**src/rtl/mbist_seq.sv**
```systemverilog
module mbist_seq #(
  parameter int AW = 12,
  parameter int DW = 16
) (
  input  logic          clk,
  input  logic          rst_n,
  input  logic          start,
  input  logic [AW-1:0] first_addr,
  input  logic [AW-1:0] last_addr,
  input  logic [4:0]    test_sel,
  input  logic          mem_kind,
  input  logic          loop_test,
  input  logic          halt_each,
  input  logic          err_stop,
  input  logic          cont,
  output logic [AW-1:0] mem_addr,
  output logic [DW-1:0] mem_wdata,
  output logic          mem_we,
  input  logic [DW-1:0] mem_rdata,
  output logic          cmp_valid,
  output logic          err,
  output logic [AW-1:0] err_addr,
  output logic [DW-1:0] err_exp,
  output logic [DW-1:0] err_act,
  output logic [7:0]    err_code,
  output logic          busy,
  output logic          paused,
  output logic          done
);

  localparam int KW = $clog2(DW);
  localparam int SW = KW + 2;
  localparam logic [SW-1:0] BIT_LAST = SW'(4*DW-1);

  typedef enum logic [3:0] {IDLE, WR, RA, RC, CW, CR, CC, RS, ENDP, PAUSE} st_t;

  st_t           st;
  logic [3:0]    run_m;
  logic [1:0]    tst;
  logic [SW-1:0] step;
  logic [AW-1:0] addr, fa, la;
  logic          frozen, done_q;

  logic          sub, half, sel, mismatch, at_last;
  logic [KW-1:0] rot;
  logic [DW-1:0] base, other, walk, p1, p2, pat, exp_w;
  logic [2*DW-1:0] dbl;
  logic [3:0]    em4;
  logic [1:0]    nxt, fst;
  logic          nxt_ok, fst_ok;
  logic [SW-1:0] last_step;

  assign sub   = step[SW-1];
  assign half  = step[0];
  assign rot   = step[KW:1];
  assign base  = sub ? {{(DW-1){1'b1}}, 1'b0} : {{(DW-1){1'b0}}, 1'b1};
  assign other = sub ? '1 : '0;
  assign dbl   = {base, base} << rot;
  assign walk  = dbl[2*DW-1:DW];

  always_comb begin
    if (tst == 2'd3) begin
      p1 = half ? walk : other;
      p2 = half ? other : walk;
    end else begin
      p1 = step[0] ? '1 : '0;
      p2 = ~p1;
    end
  end

  assign sel = (tst == 2'd2) ? (mem_kind ? addr[6] : (addr[5] ^ addr[6])) : addr[0];

  always_comb begin
    if (tst == 2'd0) pat = step[0] ? ~{{(DW-AW){1'b0}}, addr} : {{(DW-AW){1'b0}}, addr};
    else             pat = sel ? p1 : p2;
  end

  assign exp_w     = (st == CC) ? ~pat : pat;
  assign mem_addr  = addr;
  assign mem_wdata = (st == CW) ? ~pat : pat;
  assign mem_we    = (st == WR || st == CW || st == RS) && !frozen;
  assign cmp_valid = (st == RC || st == CC) && !frozen;
  assign mismatch  = cmp_valid && (mem_rdata != exp_w);
  assign err       = mismatch;
  assign err_addr  = addr;
  assign err_exp   = exp_w;
  assign err_act   = mem_rdata;
  assign err_code  = (tst == 2'd0) ? 8'h10 :
                     (tst == 2'd1) ? 8'h18 :
                     (tst == 2'd2) ? 8'h20 : (sub ? 8'h2A : 8'h28);
  assign busy      = (st != IDLE);
  assign paused    = (st == PAUSE) || frozen;
  assign done      = done_q;
  assign at_last   = (addr == la);
  assign last_step = (tst == 2'd3) ? BIT_LAST : SW'(1);
  assign em4       = (test_sel == 5'd0) ? 4'hF : test_sel[3:0];

  always_comb begin
    nxt_ok = 1'b0; nxt = tst;
    fst_ok = 1'b0; fst = 2'd0;
    for (int i = 3; i >= 0; i--) begin
      if (run_m[i] && i > int'(tst)) begin nxt_ok = 1'b1; nxt = 2'(i); end
      if (em4[i]) begin fst_ok = 1'b1; fst = 2'(i); end
    end
  end

  always_ff @(posedge clk or negedge rst_n) begin
    if (!rst_n) begin
      st <= IDLE; run_m <= '0; tst <= '0; step <= '0;
      addr <= '0; fa <= '0; la <= '0; frozen <= 1'b0; done_q <= 1'b0;
    end else if (frozen) begin
      if (cont) frozen <= 1'b0;
    end else begin
      case (st)
        IDLE: if (start) begin
          run_m <= em4; fa <= first_addr; la <= last_addr;
          addr <= first_addr; step <= '0;
          if (fst_ok) begin tst <= fst; st <= WR; done_q <= 1'b0; end
          else done_q <= 1'b1;
        end
        WR: if (at_last) begin addr <= fa; st <= RA; end
            else addr <= addr + 1'b1;
        RA: st <= RC;
        RC: begin
          if (mismatch && err_stop) frozen <= 1'b1;
          if (tst != 2'd0) st <= CW;
          else if (at_last) st <= ENDP;
          else begin addr <= addr + 1'b1; st <= RA; end
        end
        CW: st <= CR;
        CR: st <= CC;
        CC: begin
          if (mismatch && err_stop) frozen <= 1'b1;
          st <= RS;
        end
        RS: if (at_last) st <= ENDP;
            else begin addr <= addr + 1'b1; st <= RA; end
        ENDP: begin
          addr <= fa;
          if (step != last_step) begin step <= step + 1'b1; st <= WR; end
          else if (loop_test) begin step <= '0; st <= WR; end
          else if (halt_each) st <= PAUSE;
          else if (nxt_ok) begin tst <= nxt; step <= '0; st <= WR; end
          else begin st <= IDLE; done_q <= 1'b1; end
        end
        PAUSE: if (cont) begin
          if (nxt_ok) begin tst <= nxt; step <= '0; st <= WR; end
          else begin st <= IDLE; done_q <= 1'b1; end
        end
        default: st <= IDLE;
      endcase
    end
  end

endmodule

```
**config.mk**
```make
export PLATFORM = sky130hd
export DESIGN_NAME = mbist_seq
export DESIGN_NICKNAME = d
export VERILOG_FILES = /design/src/rtl/mbist_seq.sv
export SDC_FILE = /design/constraint.sdc
export NUM_CORES = 1
export LEC_CHECK = 0
export BUFFER_PORTS_ARGS = -buffer_cell sky130_fd_sc_hd__buf_4
export CORE_ASPECT_RATIO = 1.2
export CORE_MARGIN = 5
export CORE_UTILIZATION = 50
export DETAILED_ROUTE_END_ITERATION = 8
export GPL_TIMING_DRIVEN = 1
export PLACE_DENSITY = 0.8
export REMOVE_ABC_BUFFERS = 1
export SLEW_MARGIN = 20
export SYNTH_ARGS = -nofsm -noshare
export SYNTH_HDL_FRONTEND = slang
export SYNTH_SLANG_ARGS = --single-unit
```
**constraint.sdc**
```tcl
create_clock -name clk -period 6.45 [get_ports clk]
set_input_delay 0.3225 -clock clk [delete_from_list [all_inputs] [get_ports clk]]
set_output_delay 0.3225 -clock clk [all_outputs]
set_load 0.03 [all_outputs]
```
# Word level (Yosys, flattened, before mapping)
# Index checks and enable logic that the tools add are counted.
# classes
addsub,2
order_cmp,3
n_eq_ne,24
n_shift,1
muxes,77
bitwise,5
reduce_logical,26
# ops
cell,n
$mux W16,12
$pmux W12 S5,1
$mux W6,9
$mux W12,4
$mux W4,11
$pmux W4 S10,1
$not A16 Y16,2
$shl A32 B4 Y32,1
$mux W2,15
$mux W1,21
$pmux W6 S3,1
$eq A4 B3 Y1 const B,4
$ne A16 B16 Y1,1
$ne A2 B2 Y1 const B,8
$not A12 Y16,1
$add A12 B1 Y12 const B,1
$eq A12 B12 Y1,1
$reduce_and A5 Y1,2
$eq A4 B2 Y1 const B,2
$eq A4 B4 Y1 const B,2
$reduce_and A8 Y1,1
$logic_and A1 B1 Y1,7
$reduce_and A7 Y1,1
$add A6 B1 Y6 const B,1
other kinds (23),28
# totals
regBits,54
in_bits,53
output_inout_bits,86
word_cells,147

# Longest topological paths before layout
# depth
depth_word,14
depth_mapped,11
mapped_depth_nobuf,10

# Least setup slack after synthesis
# OpenSTA, ideal clock, no wires.
# synth_timing
kind,reg-to-reg
startpoint,"reg addr[6], in the netlist err_addr[6]"
endpoint,reg frozen
setup_time_ns,0.121
t_arrival_ns,3.430
required_ns,6.329
path_slack_ns,2.899
path_stages_with_launch,11
path_buffers,0
period_less_slack_ns,3.551
cell_sequence,dfrtp_1 -> ha_1 -> mux2_4 -> o21bai_4 -> a21o_2 -> o221ai_2 -> a221o_1 -> or4_4 -> a2111oi_4 -> a31oi_1 -> a22o_1
# synth_via
elab_chain_len,13
word_cells_on_any_way,15
classes_between,eq/ne (1); mux (9); bitwise (3); reduce/logical (2)
# synth_lines
element,line,text
start: declaration,41,"logic [AW-1:0] addr, fa, la;"
start signal: assignment,122,else addr <= addr + 1'b1;
$xor A1 B1 Y1,71,assign sel = (tst == 2'd2) ? (mem_kind ? addr[6] : (addr[5] ^ addr[6])) : addr[0];
$mux W1 (2 in a row),71,
$mux W16,75,else pat = sel ? p1 : p2;
$mux W16 *,74,"if (tst == 2'd0) pat = step[0] ? ~{{(DW-AW){1'b0}}, addr} : {{(DW-AW){1'b0}}, addr};"
$not A16 Y16,78,assign exp_w = (st == CC) ? ~pat : pat;
$mux W16 *,78,
$ne A16 B16 Y1 *,83,assign mismatch = cmp_valid && (mem_rdata != exp_w);
$logic_and A1 B1 Y1 *,83,
via err,21,"output logic err,"
$logic_and A1 B1 Y1 *,"125, 133",
$mux W1 *,"125, 133",
$mux W1 *,n/a,
$mux W1 *,111,end else if (frozen) begin
end signal: assignment,112,if (cont) frozen <= 1'b0;
end signal: assignment,125,if (mismatch && err_stop) frozen <= 1'b1;
end signal: assignment,133,if (mismatch && err_stop) frozen <= 1'b1;
end: declaration,42,"logic frozen, done_q;"
# Mark *: on every way through the listed nets, which the timed path passes. The rest lies on a longest branch.
# A chain may end at the register's enable or synchronous reset.

# Final worst setup path
# layout_timing
startpoint,reg step[5]
endpoint,out err
# layout_via
elab_chain_len,10
word_cells_on_any_way,13
classes_between,eq/ne (1); shift (1); mux (9); bitwise (1); reduce/logical (1)
# layout_lines
element,line,text
start: declaration,40,logic [SW-1:0] step;
start signal: assignment,109,st <= IDLE; run_m <= '0; tst <= '0; step <= '0;
start signal: assignment,117,addr <= first_addr; step <= '0;
start signal: assignment,140,if (step != last_step) begin step <= step + 1'b1; st <= WR; end
$mux W16,56,"assign base = sub ? {{(DW-1){1'b1}}, 1'b0} : {{(DW-1){1'b0}}, 1'b1};"
$shl A32 B4 Y32,58,"assign dbl = {base, base} << rot;"
$mux W16 (on tied branches),"64, 63",
$mux W16,62,if (tst == 2'd3) begin
$mux W16 *,75,
$mux W16 *,74,
$not A16 Y16,78,
$mux W16 *,78,
$ne A16 B16 Y1 *,83,
$logic_and A1 B1 Y1 *,83,
end: declaration,21,
# Mark *: on every way between the ends. The rest lies on a longest branch, timed or not.

==> Implementation_results.wiki <==
{| class="wikitable"
! Metric !! Value
|-
| Area of the mapped netlist || 0.00479 mm^2
|-
| Clock period minus worst slack || 4.04 ns
|-
| Initial DRC Count || 324
|-
| Post-synthesis cell type with the largest combined area || sky130_fd_sc_hd__dfrtp_1
|-
| Post-Place Worst Slack || 2.76 ns
|-
| Die Outline Area || roughly 0.012 mm^2
|-
| Post-route fraction of the period consumed by the critical path || 62.7%
|-
| Number of enable flip-flop cells after synthesis || 0
|-
| Total Nets Final || 677
|-
| Number of optimization iterations in the first detailed-route pass || 5
|-
| Antenna violations before repair || 0
|-
| Core outline area || between 0.009 and 0.01 mm^2
|-
| Count of distinct cell types in the synthesized netlist || 74
|-
| Clock Path Buffers || 2
|-
| Resized cells post-CTS || 0
|-
| CTS buffer count || 5
|-
| Share of post-route cells with drive strength above 1 || 30.7%
|-
| Number of antenna-violating nets in the routed design || 0
|-
| Non-filler cells, final || 745
|-
| Count of unresolved DRC violations after routing || 0
|-
| Buffer type at the clock tree root || sky130_fd_sc_hd__clkbuf_16
|-
| Die outline height || 117 um
|-
| Number of synthesis warnings || 0
|-
| RSZ-0062 raised after global routing || no
|-
| Required time worst endpoint || 6.13 ns
|-
| Final Slew Violations || 0
|-
| Vias per std cell || just under 6
|-
| Count of cells along the worst register-to-register path || 9
|-
| Clock-pin slew on the worst setup and hold paths || 0.07 ns
|-
| Via count of the first global-routing pass || 4309
|-
| Highest net fanout along the worst path || 24
|-
| Drt wl/cell || 17.6 um
|-
| Maximum number of pins on one net before global-route repair || 54
|-
| DR vias || 4421
|-
| Post-synthesis cell count || 543
|-
| Total of flip-flops plus latches after synthesis || 53
|-
| Signal arrival time at the worst endpoint || between 3 and 4 ns
|-
| CTS tree || done
|-
| Headroom to the max-slew limit || a little over a quarter
|-
| Max-capacitance violation count || 0
|-
| Class of the tightest hold or removal check || in2async
|-
| Final count of hold timing violations || 0
|-
| Critical path startpoint category || flop
|-
| Gr usage total || 22.2%
|-
| Global-route wire length before repair || roughly 21000 um
|-
| Standard-cell row count || 39
|-
| Total gr overflow || 0
|-
| Chip Width || 99.4 um
|-
| Count of inserted antenna diode cells || 0
|-
| P&R area growth vs syn || 20.2%
|-
| Worst-Margin Slew || approximately 1.1 ns
|-
| Number of buffers added to fix hold violations after cts || 0
|-
| Max frequency || 247 MHz
|-
| Number of buffers inserted by port buffering || 134
|-
| Post-detail-place hpwl || between 10000 and 15000 um
|-
| Cells taking the most area after synthesis || sky130_fd_sc_hd__dfrtp_1, sky130_fd_sc_hd__xnor2_1, sky130_fd_sc_hd__mux2_2, sky130_fd_sc_hd__xor2_1, sky130_fd_sc_hd__buf_4
|-
| Capturing element type of the critical path || primary output
|-
| # placed instances || ~740
|-
| Final core occ || 60.9%
|-
| Classification of the worst setup path || reg2out
|-
| Count of filler cells inserted in the layout || 820
|-
| Sink Count || 53
|-
| Clock latency on the worst-skew pair || approximately 0.29 ns
|-
| Asr flop ratio synth || 100%
|-
| Initial core utilization || 50.6%
|-
| Count of final setup violators || 0
|-
| Dominant synthesized flop cell || sky130_fd_sc_hd__dfrtp_1
|-
| Fraction of the yosys area taken by sequential cells || 27.7%
|-
| Fraction of post-synthesis cell area in the top cell type by area || 27.7%
|-
| Total setup buffers inserted after CTS || 0
|-
| Aggregate negative setup slack || 0 ns
|-
| Status || complete, no violations
|-
| Post-synthesis average cell area || 8.83 um^2
|-
| Weighted congestion reported at the end of routability-driven placement || roughly 0.9
|-
| I/O pins || 139
|-
| Total Routed Length || 13100 um
|-
| PnR worst setup slack || between 2 and 2.5 ns
|-
| Clock Skews || ~0.0055 ns
|-
| Number of levels in the clock H-tree || 2
|}
==> through the flow <==
step	hold slack [ns]	area, um^2
5_1_grt	0.134	5760
2_1_floorplan	0.0269	4400
6_report	0.0658	5760
4_1_cts	0.0967	5760
3_3_place_gp	0.403	5600
3_5_place_dp	0.408	5600
==> sequential cells by signal, summed over array words and instances, names as in the netlist <==
name / count
frozen: 1
fa: 12
st: 4
step: 6
done: 1
tst: 2
la: 12
run_m: 3
err_addr: 12
==> worst paths after layout <==
kind / startpoint / slack (ns) / endpoint
max: step[5]$_DFFE_PN0P_ / 2.41 / err
min: rst_n / 0.07 / la[9]$_DFFE_PN0P_
max reg2reg: step[5]$_DFFE_PN0P_ / 2.90 / frozen$_DFF_PN0_
min reg2reg: fa[4]$_DFFE_PN0P_ / 0.51 / fa[4]$_DFFE_PN0P_
max in group asynchronous: rst_n / 5.92 / step[0]$_DFFE_PN0P_
min in group clk: err_stop / 0.24 / frozen$_DFF_PN0_
==> area by class of cell <==
cell class / count / area, um^2 / share of cell area (%)
clock inverter: 1 / 5.00 / 0.0869
sequential: 53 / 1330 / 23.0
clock buffer: 7 / 153 / 2.65
multi-input combinational: 406 / 3020 / 52.5
timing repair buffer: 138 / 1040 / 18.0
tap: 123 / 154 / 2.67
inverter: 17 / 63.8 / 1.11
==> Yosys cell counts, drive strengths merged (3+ instances only) <==
| master | number |
|---|---|
| a31oi | 4 |
| o2bb2ai | 3 |
| a21o | 3 |
| a22o | 12 |
| nand3 | 12 |
| o221ai | 5 |
| o21ai | 24 |
| a222oi | 3 |
| o211ai | 3 |
| a22oi | 4 |
| buf | 42 |
| xnor3 | 3 |
| o22ai | 5 |
| nor2 | 19 |
| clkbuf | 28 |
| and3 | 10 |
| xor2 | 28 |
| mux2i | 4 |
| nor4b | 3 |
| mux2 | 26 |
| nand4 | 7 |
| nor4 | 6 |
| inv | 17 |
| or2 | 4 |
| o22a | 3 |
| a221o | 14 |
| nand4b | 3 |
| ha | 3 |
| nand2b | 10 |
| xnor2 | 48 |
| dfrtp | 53 |
| nor2b | 3 |
| nor3b | 14 |
| nand2 | 40 |
| and2 | 7 |
| nor3 | 10 |
| a21oi | 25 |
==> routing by layer <==
layer	up-vias	wire length, um	global-route usage [%]
li1	2094	-	-
met5	-	0	0
met3	21	1200	4.68
met2	223	6350	40.1
met1	2083	5280	26.6
met4	0	259	6.83
==> critical path: stages, from the launching register on <==
cell and delay, ns:
sky130_fd_sc_hd__dfrtp_1 0.94, sky130_fd_sc_hd__nand2_1 0.18, sky130_fd_sc_hd__nand3_1 0.17, sky130_fd_sc_hd__a21o_2 0.32, sky130_fd_sc_hd__o221ai_2 0.23, sky130_fd_sc_hd__a221o_1 0.38
sky130_fd_sc_hd__or4_4 0.44, sky130_fd_sc_hd__a2111oi_4 0.38, sky130_fd_sc_hd__a31oi_1 0.17, sky130_fd_sc_hd__buf_4 0.20
==> layout by cell type, fill, tap and decap left out, types with 13 or more instances in the layout <==
cell type / synthesis / routed
sky130_fd_sc_hd__xor2_1: 28 / 28
sky130_fd_sc_hd__inv_1: 17 / 17
sky130_fd_sc_hd__a221o_1: 14 / 14
sky130_fd_sc_hd__a21oi_1: 23 / 23
sky130_fd_sc_hd__buf_4: 32 / 138
sky130_fd_sc_hd__dfrtp_1: 53 / 53
sky130_fd_sc_hd__nand2_1: 40 / 40
sky130_fd_sc_hd__nor3b_1: 14 / 13
sky130_fd_sc_hd__mux2_2: 25 / 25
sky130_fd_sc_hd__o21ai_0: 24 / 24
sky130_fd_sc_hd__xnor2_1: 48 / 48
sky130_fd_sc_hd__nor2_1: 19 / 19
==> logic make-up after synthesis <==
| kind of cell | Yosys count | share of synthesized area, % |
|---|---|---|
| flops | 53 | 27.7 |
| buf+inv | 87 | 9.71 |
| fa+ha+maj | 3 | 0.783 |
| other cells | 1 | 0.0782 |
| simple gates | 156 | 18.2 |
| mux | 30 | 7.02 |
| xor+xnor | 79 | 15.3 |
| compound gates | 134 | 21.2 |
Power is left out: the tool's default activity adds up to more than one toggle a clock period on the data nets, which glitch-free logic cannot reach.
